**config.mk**
```make
export PLATFORM = sky130hd
export DESIGN_NAME = masked_vec_mover
export DESIGN_NICKNAME = d
export VERILOG_FILES = /design/src/rtl/mvm_pkg.sv /design/src/rtl/mvm_ctrl.sv /design/src/rtl/mvm_datapath.sv /design/src/rtl/masked_vec_mover.sv
export SDC_FILE = /design/constraint.sdc
export NUM_CORES = 2
export LEC_CHECK = 0
export BUFFER_PORTS_ARGS = -buffer_cell sky130_fd_sc_hd__buf_2
export CAP_MARGIN = 0
export CELL_PAD_IN_SITES_DETAIL_PLACEMENT = 2
export CELL_PAD_IN_SITES_GLOBAL_PLACEMENT = 2
export CORE_AREA = 2 2 383 385
export DETAILED_ROUTE_END_ITERATION = 8
export DIE_AREA = 0 0 385 387
export MAX_ROUTING_LAYER = met4
export PLACE_DENSITY = 0.62
export RECOVER_POWER = 100
export SYNTH_ARGS = -nofsm -noshare
export SYNTH_HDL_FRONTEND = slang
export SYNTH_SLANG_ARGS = --single-unit
```
**constraint.sdc**
```tcl
create_clock -name clk -period 3.5 [get_ports clk]
set_input_delay 0 -clock clk [delete_from_list [all_inputs] [get_ports clk]]
set_output_delay 0 -clock clk [all_outputs]
set_load 0.03 [all_outputs]
```
**src/rtl/mvm_pkg.sv**
```systemverilog
package mvm_pkg;
  localparam int MVM_VEC_W    = 256;
  localparam int MVM_WORD_W   = 64;
  localparam int MVM_NARROW_W = 32;
  localparam int MVM_IDX_W    = $clog2(MVM_VEC_W / MVM_NARROW_W);

  typedef enum logic {
    ST_IDLE = 1'b0,
    ST_RUN  = 1'b1
  } mvmState_t;

  // Strobes from the controller to the datapath
  typedef struct packed {
    logic                 loadInit;  // operation accepted: latch operands
    logic                 issue;     // an access is on the port
    logic                 capture;   // load element completes this cycle
    logic                 finish;    // done cycle
    logic [MVM_IDX_W-1:0] elemIdx;   // element being accessed
  } mvmStrobes_t;
endpackage

```
**src/rtl/mvm_ctrl.sv**
```systemverilog
module mvm_ctrl
  import mvm_pkg::*;
#(
  parameter int VEC_W    = MVM_VEC_W,
  parameter int NARROW_W = MVM_NARROW_W,
  parameter int WIDE_W   = MVM_WORD_W
) (
  input  logic                 clk,
  input  logic                 rst_n,
  input  logic                 startReq,
  input  logic                 isStore,
  input  logic                 elemIs64,
  input  logic                 vecIs256,
  input  logic [VEC_W-1:0]     maskVec,
  input  logic                 misalign,
  input  logic                 memReady,
  input  logic                 memFault,
  output logic                 memRead,
  output logic                 memWrite,
  output logic                 donePulse,
  output logic                 faultOut,
  output logic [MVM_IDX_W-1:0] faultIndex,
  output logic                 busy,
  output mvmStrobes_t          strobes
);
  localparam int MAX_ELEM  = VEC_W / NARROW_W;
  localparam int WIDE_ELEM = VEC_W / WIDE_W;
  localparam int IDX_W     = MVM_IDX_W;

  mvmState_t            state;
  logic [MAX_ELEM-1:0]  pending;
  logic [MAX_ELEM-1:0]  enabledReg;
  logic                 faultFlag;
  logic [IDX_W-1:0]     faultIdxReg;
  logic                 storeReg;

  logic [MAX_ELEM-1:0]  narrowEn;
  logic [MAX_ELEM-1:0]  wideEn;
  logic [MAX_ELEM-1:0]  lenMask;
  logic [MAX_ELEM-1:0]  enNow;
  logic [IDX_W-1:0]     curIdx;
  logic                 hasPending;
  logic                 issue;
  logic                 accept;

  // Per-element enable taken from the sign bit of each mask element
  for (genvar g = 0; g < MAX_ELEM; g++) begin : g_narrow
    assign narrowEn[g] = maskVec[g*NARROW_W + NARROW_W - 1];
  end
  for (genvar g = 0; g < MAX_ELEM; g++) begin : g_wide
    if (g < WIDE_ELEM) begin : g_on
      assign wideEn[g] = maskVec[g*WIDE_W + WIDE_W - 1];
    end else begin : g_off
      assign wideEn[g] = 1'b0;
    end
  end

  // Element count limit from size and length
  always_comb begin
    int count;
    count = (elemIs64 ? WIDE_ELEM : MAX_ELEM) >> (vecIs256 ? 0 : 1);
    for (int i = 0; i < MAX_ELEM; i++) lenMask[i] = (i < count);
  end

  assign enNow = (elemIs64 ? wideEn : narrowEn) & lenMask;

  // Lowest pending index wins
  always_comb begin
    curIdx = '0;
    for (int i = MAX_ELEM - 1; i >= 0; i--) begin
      if (pending[i]) curIdx = IDX_W'(i);
    end
  end

  assign hasPending = |pending;
  assign accept     = startReq && (state == ST_IDLE);
  assign issue      = (state == ST_RUN) && hasPending;
  assign memRead    = issue && !storeReg;
  assign memWrite   = issue && storeReg;
  assign donePulse  = (state == ST_RUN) && !hasPending;
  assign faultOut   = donePulse && faultFlag;
  assign faultIndex = faultIdxReg;
  assign busy       = (state == ST_RUN);

  assign strobes.loadInit = accept;
  assign strobes.issue    = issue;
  assign strobes.capture  = issue && memReady && !memFault && !storeReg;
  assign strobes.finish   = donePulse;
  assign strobes.elemIdx  = curIdx;

  always_ff @(posedge clk) begin
    if (!rst_n) begin
      state       <= ST_IDLE;
      pending     <= '0;
      enabledReg  <= '0;
      faultFlag   <= 1'b0;
      faultIdxReg <= '0;
      storeReg    <= 1'b0;
    end else begin
      case (state)
        ST_IDLE: begin
          if (accept) begin
            state       <= ST_RUN;
            storeReg    <= isStore;
            pending     <= misalign ? '0 : enNow;
            enabledReg  <= misalign ? '0 : enNow;
            faultFlag   <= misalign;
            faultIdxReg <= '0;
          end
        end
        default: begin
          if (!hasPending) begin
            state <= ST_IDLE;
          end else if (memReady) begin
            if (memFault) begin
              pending     <= '0;
              faultFlag   <= 1'b1;
              faultIdxReg <= curIdx;
            end else begin
              pending[curIdx] <= 1'b0;
            end
          end
        end
      endcase
    end
  end

  // accesses only for elements enabled at acceptance
  assert_only_enabled_R5: assert property (@(posedge clk) disable iff (!rst_n)
    issue |-> enabledReg[curIdx]);

  // never read and write together
  assert_rw_exclusive_R4: assert property (@(posedge clk) disable iff (!rst_n)
    !(memRead && memWrite));

  // next access has a higher index
  assert_ascending_R6: assert property (@(posedge clk) disable iff (!rst_n)
    (issue && memReady && !memFault) |=> (!issue || (curIdx > $past(curIdx))));

  // a stalled access holds
  assert_stall_hold_R6: assert property (@(posedge clk) disable iff (!rst_n)
    (issue && !memReady) |=> (issue && curIdx == $past(curIdx) && $stable(memWrite)));

  // done lasts one cycle
  assert_done_single_R9: assert property (@(posedge clk) disable iff (!rst_n)
    donePulse |=> !donePulse);

  // a faulting access ends the walk
  assert_fault_abort_R7: assert property (@(posedge clk) disable iff (!rst_n)
    (issue && memReady && memFault) |=> (donePulse && faultOut && faultIndex == $past(curIdx)));

  // misaligned base faults at once with no access
  assert_misalign_R8: assert property (@(posedge clk) disable iff (!rst_n)
    (accept && misalign) |=> (donePulse && faultOut && !issue && faultIndex == '0));
endmodule

```
**src/rtl/mvm_datapath.sv**
```systemverilog
module mvm_datapath
  import mvm_pkg::*;
#(
  parameter int ADDR_W   = 32,
  parameter int VEC_W    = MVM_VEC_W,
  parameter int WORD_W   = MVM_WORD_W,
  parameter int NARROW_W = MVM_NARROW_W
) (
  input  logic                          clk,
  input  logic                          rst_n,
  input  mvmStrobes_t                   strobes,
  input  logic [ADDR_W-1:0]             baseAddr,
  input  logic [VEC_W-1:0]              storeVec,
  input  logic                          elemIs64,
  input  logic                          vecIs256,
  output logic                          misalign,
  output logic [ADDR_W-$clog2(WORD_W/8)-1:0] memAddr,
  output logic [WORD_W/8-1:0]           memByteEn,
  output logic [WORD_W-1:0]             memWdata,
  input  logic [WORD_W-1:0]             memRdata,
  output logic [VEC_W-1:0]              loadResult
);
  localparam int WORD_B   = WORD_W / 8;
  localparam int NARROW_B = NARROW_W / 8;
  localparam int WORD_SH  = $clog2(WORD_B);
  localparam int NARROW_SH = $clog2(NARROW_B);
  localparam int LANES    = WORD_W / NARROW_W;
  localparam int LANE_W   = WORD_SH - NARROW_SH;

  logic [ADDR_W-1:0]  baseReg;
  logic [VEC_W-1:0]   storeReg;
  logic [VEC_W-1:0]   resultReg;
  logic               is64Reg;
  logic               vec256Reg;

  logic [ADDR_W-1:0]  elemAddr;
  logic [LANE_W-1:0]  lane;
  logic [NARROW_W-1:0] narrowWord;
  logic [WORD_W-1:0]  wideWord;
  logic [NARROW_W-1:0] rdNarrow;

  assign misalign = elemIs64 ? (|baseAddr[WORD_SH-1:0]) : (|baseAddr[NARROW_SH-1:0]);

  assign elemAddr = baseReg + (is64Reg ? (ADDR_W'(strobes.elemIdx) << WORD_SH)
                                       : (ADDR_W'(strobes.elemIdx) << NARROW_SH));
  assign lane     = elemAddr[WORD_SH-1:NARROW_SH];
  assign memAddr  = elemAddr[ADDR_W-1:WORD_SH];

  assign narrowWord = NARROW_W'(storeReg >> (int'(strobes.elemIdx) * NARROW_W));
  assign wideWord   = WORD_W'(storeReg >> (int'(strobes.elemIdx) * WORD_W));
  assign memWdata   = is64Reg ? wideWord : {LANES{narrowWord}};
  assign memByteEn  = is64Reg ? {WORD_B{1'b1}}
                              : (WORD_B'({NARROW_B{1'b1}}) << (int'(lane) * NARROW_B));

  assign rdNarrow   = NARROW_W'(memRdata >> (int'(lane) * NARROW_W));
  assign loadResult = resultReg;

  always_ff @(posedge clk) begin
    if (!rst_n) begin
      baseReg   <= '0;
      storeReg  <= '0;
      resultReg <= '0;
      is64Reg   <= 1'b0;
      vec256Reg <= 1'b0;
    end else if (strobes.loadInit) begin
      baseReg   <= baseAddr;
      storeReg  <= storeVec;
      is64Reg   <= elemIs64;
      vec256Reg <= vecIs256;
      resultReg <= '0;
    end else if (strobes.capture) begin
      if (is64Reg) resultReg[int'(strobes.elemIdx)*WORD_W +: WORD_W] <= memRdata;
      else         resultReg[int'(strobes.elemIdx)*NARROW_W +: NARROW_W] <= rdNarrow;
    end
  end

  // short vectors leave the upper half clear
  assert_upper_clear_R3: assert property (@(posedge clk) disable iff (!rst_n)
    (strobes.finish && !vec256Reg) |-> (resultReg[VEC_W-1:VEC_W/2] == '0));

  // a narrow access enables exactly one lane
  assert_lane_enable_R4: assert property (@(posedge clk) disable iff (!rst_n)
    (strobes.issue && !is64Reg) |-> ($countones(memByteEn) == NARROW_B));
endmodule

```
**src/rtl/masked_vec_mover.sv**
```systemverilog
module masked_vec_mover
  import mvm_pkg::*;
#(
  parameter int ADDR_W = 32
) (
  input  logic                 clk,
  input  logic                 rst_n,
  input  logic                 startReq,
  input  logic                 isStore,
  input  logic                 elemIs64,
  input  logic                 vecIs256,
  input  logic [ADDR_W-1:0]    baseAddr,
  input  logic [MVM_VEC_W-1:0] maskVec,
  input  logic [MVM_VEC_W-1:0] storeVec,
  output logic [ADDR_W-$clog2(MVM_WORD_W/8)-1:0] memAddr,
  output logic                 memRead,
  output logic                 memWrite,
  output logic [MVM_WORD_W/8-1:0] memByteEn,
  output logic [MVM_WORD_W-1:0] memWdata,
  input  logic [MVM_WORD_W-1:0] memRdata,
  input  logic                 memReady,
  input  logic                 memFault,
  output logic [MVM_VEC_W-1:0] loadResult,
  output logic                 donePulse,
  output logic                 faultOut,
  output logic [MVM_IDX_W-1:0] faultIndex,
  output logic                 busy
);
  mvmStrobes_t strobes;
  logic        misalign;

  mvm_ctrl u_ctrl (
    .clk        (clk),
    .rst_n      (rst_n),
    .startReq   (startReq),
    .isStore    (isStore),
    .elemIs64   (elemIs64),
    .vecIs256   (vecIs256),
    .maskVec    (maskVec),
    .misalign   (misalign),
    .memReady   (memReady),
    .memFault   (memFault),
    .memRead    (memRead),
    .memWrite   (memWrite),
    .donePulse  (donePulse),
    .faultOut   (faultOut),
    .faultIndex (faultIndex),
    .busy       (busy),
    .strobes    (strobes)
  );

  mvm_datapath #(.ADDR_W(ADDR_W)) u_dp (
    .clk        (clk),
    .rst_n      (rst_n),
    .strobes    (strobes),
    .baseAddr   (baseAddr),
    .storeVec   (storeVec),
    .elemIs64   (elemIs64),
    .vecIs256   (vecIs256),
    .misalign   (misalign),
    .memAddr    (memAddr),
    .memByteEn  (memByteEn),
    .memWdata   (memWdata),
    .memRdata   (memRdata),
    .loadResult (loadResult)
  );
endmodule

```
Word level (Yosys, flattened, before mapping). Index checks and enable logic that the tools add are counted.

Equal/unequal tests: 3. $add $sub $neg: 3. Bitwise operators: 5. Reductions and logical operators: 21. Muxes and demuxes: 39. Shifts and indexed selects: 9. Order comparisons: 10.

Operators by type and width (number): 256-bit bitwise mux (2); 256-bit 2-to-1 mux (1); 32-bit by 33-bit variable shift with 256-bit output (first input constant) (1); 64-bit by 33-bit variable shift with 256-bit output (first input constant) (1); 32-bit by 33-bit variable part select with 256-bit output (1); 64-bit by 33-bit variable part select with 256-bit output (1); 256-bit by 8-bit right shift with 32-bit output (1); 256-bit by 9-bit right shift with 64-bit output (1); 4-bit by 32-bit < comparator with 1-bit output (first input constant) (4); 3-bit by 32-bit < comparator with 1-bit output (first input constant) (2); 64-bit 2-to-1 mux (1); 8-bit 2-to-1 mux (8); 64-bit by 6-bit right shift with 32-bit output (1); 3-bit 2-to-1 mux (13); 8-bit negator with 33-bit output (1); 9-bit negator with 33-bit output (1); 32-bit adder (1); 1-bit by 32-bit < comparator with 1-bit output (first input constant) (1); 2-bit by 32-bit < comparator with 1-bit output (first input constant) (1); 32-bit by 32-bit right shift with 32-bit output (1); 8-bit bitwise AND (2); 1-bit 2-to-1 mux (11); 1-bit logical AND (10); 8-bit NOT (1); other kinds (16) (22).

Flip-flop bits (word level): 559. Logic and storage cells: 99.

Depth between registers and ports, before layout.
Depth in word-level cells: 18. Depth in mapped cells: 17.

Hierarchy. A second synthesis with hierarchy kept.

Cell total of the unflattened synthesis: 2784. Area total of the unflattened synthesis: 27764.1 µm².

By module, submodules not included: mvm_datapath (seq. area each 10870.4 µm², times used 1, cells an instance 2673, area an instance 26882.0 µm²); mvm_ctrl (seq. area each 280.3 µm², times used 1, cells an instance 111, area an instance 882.1 µm²).

Worst setup path after synthesis. No wires, ideal clock.

Kind: flip-flop to output port. From: reg u_dp.is64Reg. To: out memAddr[19]. Stages on the path, launching flop included: 14. Path buffers: 5. Arrival time: 3423 ps. Required time: 3500 ps. Slack: 77 ps. Path through: dfxtp_1 > clkbuf_1 > clkbuf_1 > clkbuf_1 > clkbuf_1 > o21ai_0 > fa_1 > a21o_1 > a21oi_1 > nor2b_1 > clkbuf_1 > nand3_1 > nor3_1 > xnor2_1.

Word-level cells in the longest chain between the ends: 2.

Ends and longest elaborated chain: from (decl) (line mvm_datapath.sv:33) `logic is64Reg;`; from (signal assigned) (line mvm_datapath.sv:68) `is64Reg <= elemIs64;`; 6-bit 2-to-1 mux (line mvm_datapath.sv:44) `assign elemAddr = baseReg + (is64Reg ? (ADDR_W'(strobes.elemIdx) << WORD_SH)`; 32-bit adder (line mvm_datapath.sv:44); to (decl) (line masked_vec_mover.sv:15) `output logic [ADDR_W-$clog2(MVM_WORD_W/8)-1:0] memAddr,`.

No other way between the ends.

Final worst setup path.
From: reg u_ctrl.pending[2]. To: out memWdata[10].

Word-level cells in the longest chain between the ends: 5. Elaborated cells on any way between the ends: 6. Classes of those cells: shift (2); mux (4).

Ends and longest elaborated chain: from (decl) (line mvm_ctrl.sv:31) `logic [MAX_ELEM-1:0] pending;`; from (signal assigned) (line mvm_ctrl.sv:105) `pending <= misalign ? '0 : enNow;`; 3-bit 2-to-1 mux (*) (3 in series) (line mvm_ctrl.sv:71) `if (pending[i]) curIdx = IDX_W'(i);`; 256-bit by 9-bit right shift with 64-bit output or 256-bit by 8-bit right shift with 32-bit output (tied branches) (line mvm_datapath.sv:50, mvm_datapath.sv:49); 64-bit 2-to-1 mux (*) (line mvm_datapath.sv:51) `assign memWdata = is64Reg ? wideWord : {LANES{narrowWord}};`; to (decl) (line masked_vec_mover.sv:19) `output logic [MVM_WORD_W-1:0] memWdata,`.

Every way passes the cells marked *; elsewhere a longest branch is shown, timed or not.

==> qor.csv <==
metric,value,unit
rsz0062_at_grt,yes,
drt_iter0_drc,2521,
synth_area_per_cell,7.72,um2
drc,0,
synth-main-ff-cell,dfxtp_1,
wl_per_cell,29.1,um
cp_max_fo,43,
final_layout_size_suffix_gt1_frac,0.195,
synth_seq_cells,557,
status,completed,
clock_skew,0.0631,ns
yosysWarningCount,0,
clock.fmax,287,MHz
synth_area_leaders,"dfxtp_1 (39%), nand2_1 (11%), a21boi_0 (7.8%), a221oi_1 (6.1%), o21ai_0 (5.3%)",
start_util,0.196,
synthAdderAreaFrac,0.00512,
cts_tree,yes,
netSwitchingFraction,0.320,
grt_pass1_vias,36800,
fillers,16700,
floorplan.die_area,0.149,mm2
drv_cap,0,
p_clk_frac,0.452,
slew_headroom,0.266,
synthCells,3673,
clkSlewWorstSetupHoldPaths,0.06,ns
final_antenna_net_count,0,
end_kind,output port,
hp-class,in -> reg,
routed_wl,198000,um
io_buffers,732,
coreArea,0.145,mm2
layout_common_cells,"nand2_1 (793), dfxtp_1 (548), buf_2 (455)",
syn_nets,4300,
root_buffer,clkbuf_16,
clk_latency,0.73,ns
crit_type,reg -> out,
clkSinkCount,557,
cp.required,3.50,ns
ios,981,
seq_power_share,0.373,
async_reset_ff_frac,0,
synth_xor_area_frac,0.00896,
antenna_found_initial,93,
overflow,0,
final_common_cell,nand2_1,
irDropWorstVdd,331,uV
hpwl,138000,um
htreeDepth,3,
fin_crit,3.49,ns
synth_edf_count,0,
hold_viol,0,
yosys.area.top_type,dfxtp_1,
grt_pass1_wl,272000,um
dr.pass1.iters,5,
num_rows,140,
synth_compound_area_frac,0.308,
synth_cell_types,64,
synth_top_family_by_area,compound AO/OA/AOI/OAI gates,
p_total,18.2,mW
netlist_area,0.0284,mm2
grt_max_degree,140,
yosys-mux-area-fraction,0.0146,
comb_power_share,0.175,
area_delta_synth_final,50.1,%
synth-simple-area-share,0.212,
setup_viol,0,
cellLeakagePower,16.1,nW
fin_setup_tns,0,ns
grtUsageTotal,0.258,
cts_buffers,77,
worst_ep_arrival_time,3.49,ns
finalCritPeriodShare,0.997,
ys_seq_area_frac,0.393,
synth_top_area_frac,0.393,
startpoint_type,flop,
p_int,12.4,mW
place.gp.congestion,0.890,
p_sw,5.82,mW
die_width,385,um
die_y,387,um
nets,5354,
clock_path_buffers,3,
slew_viol_final,0,
worst_slew_pin_slew,1.10,ns
power_density,428,mW/mm2
viasPerCell,5.17,
dr_total_vias,35200,
## registers in the layout, summed over array words and instances (netlist names)
register	count
u_ctrl.storeReg	1
u_dp.baseReg	30
u_ctrl.pending	8
u_dp.storeReg	256
u_ctrl.faultFlag	1
u_dp.loadResult	256
u_ctrl.busy	1
u_ctrl.faultIndex	3
u_dp.is64Reg	1
## timing repair
action / 4_1_cts / 5_1_grt
endpoints found under the setup margin: 83 / 191
cloned: 1 / 5
hold endpoints to repair: 556 / 0
hold buffers: 426 / 0
resized for setup: 74 / 75
pin swaps: 20 / 10
setup buffers: 16 / 15
## stage by stage
step | cells | utilization | area (um2) | hold WS (ns) | setup slack, ns
after floorplan | 3673 | - | 28400 | 0.126 | 0.0775
after CTS | 6685 | 0.291 | 42100 | 0.0349 | -0.0424
after detailed placement | 6103 | 0.240 | 34800 | 0.238 | -0.0342
final | 6798 | 0.294 | 42500 | 0.0886 | 0.0113
after global routing | 6785 | 0.293 | 42500 | 0.106 | -0.0429
after global placement | 6103 | 0.240 | 34800 | 0.220 | 0.0916
## power by group through the flow
stage	Clock [mW]	Sequential, mW	Combinational [mW]
finish	8.23	6.80	3.18
detailed placement	0	6.93	2.63
floorplan	0	6.79	1.33
global placement	0	6.92	2.59
CTS	8.43	6.79	3.10
global route	8.72	6.81	3.37
## critical path, stage by stage, from the launching register on
cell and delay (ns):
dfxtp_2 0.35, buf_8 0.17, nand2b_1 0.24, a21oi_4 0.32
buf_4 0.20, buf_12 0.21, o21ai_0 0.23, a21oi_4 0.26
nor4_2 0.09, a31oi_2 0.32, buf_4 0.17, buf_2 0.18
## cell families (layout without fill, tap and decap cells)
group	Yosys count	after routing
xor gates and xnor gates	29	29
DFF	557	557
other	0	94
buffers and inverters	423	1535
AOI/OAI and AO/OA	1278	1279
and+or+nand+nor	1337	1338
muxes	38	38
adders and majority gates	11	11
## worst paths after layout
path / slack, ns / depth (start not counted) / from / endpoint
worst max-delay path: 0.01 / 11 / u_ctrl.pending[2] / memWdata[10]
worst min-delay path: 0.09 / 4 / storeVec[88] / u_dp.storeReg[88]
worst max register to register: 0.09 / 13 / u_ctrl.pending[0] / u_dp.loadResult[169]
worst min register to register: 0.47 / 2 / u_dp.loadResult[249] / u_dp.loadResult[249]
## final cells by class
type	instances	area (um2)	area share
Multi-Input combinational cell	2695	16300	0.382
Sequential cell	557	11200	0.263
Timing Repair Buffer	1355	9730	0.229
Tap cell	1917	2400	0.0564
Clock buffer	116	2230	0.0525
Clock inverter	23	348	0.00818
Antenna cell	94	235	0.00553
Inverter	41	154	0.00362
## Yosys cell counts (10+ instances only)
cell      count
a211oi_1     40
a21boi_0    293
a21o_1       40
a21oi_1      99
a221o_1      20
a221oi_1    197
a22oi_1      95
a31oi_1     132
and3_1       17
buf_1        30
buf_2        37
clkbuf_1    309
dfxtp_1     557
ha_1         10
inv_1        41
mux2_2       27
mux2i_1      11
nand2_1     796
nand2b_1     41
nand3_1      94
nand3b_1     32
nand4_1      40
nand4b_1     31
nor2_1      143
nor2b_1      11
nor3_1       77
nor4_1       24
o21ai_0     298
o21ai_1      27
xnor2_1      25
## routing by layer
metal  GRT usage  vias to the layer above  routed length, um
li1            -                    15500                  -
met2       0.426                     1437              93700
met5           -                        -                  0
met1       0.295                    17800              79900
met4       0.112                        0               9360
met3      0.0629                      361              14900
No activity file was read; power rests on OpenSTA's default activity.
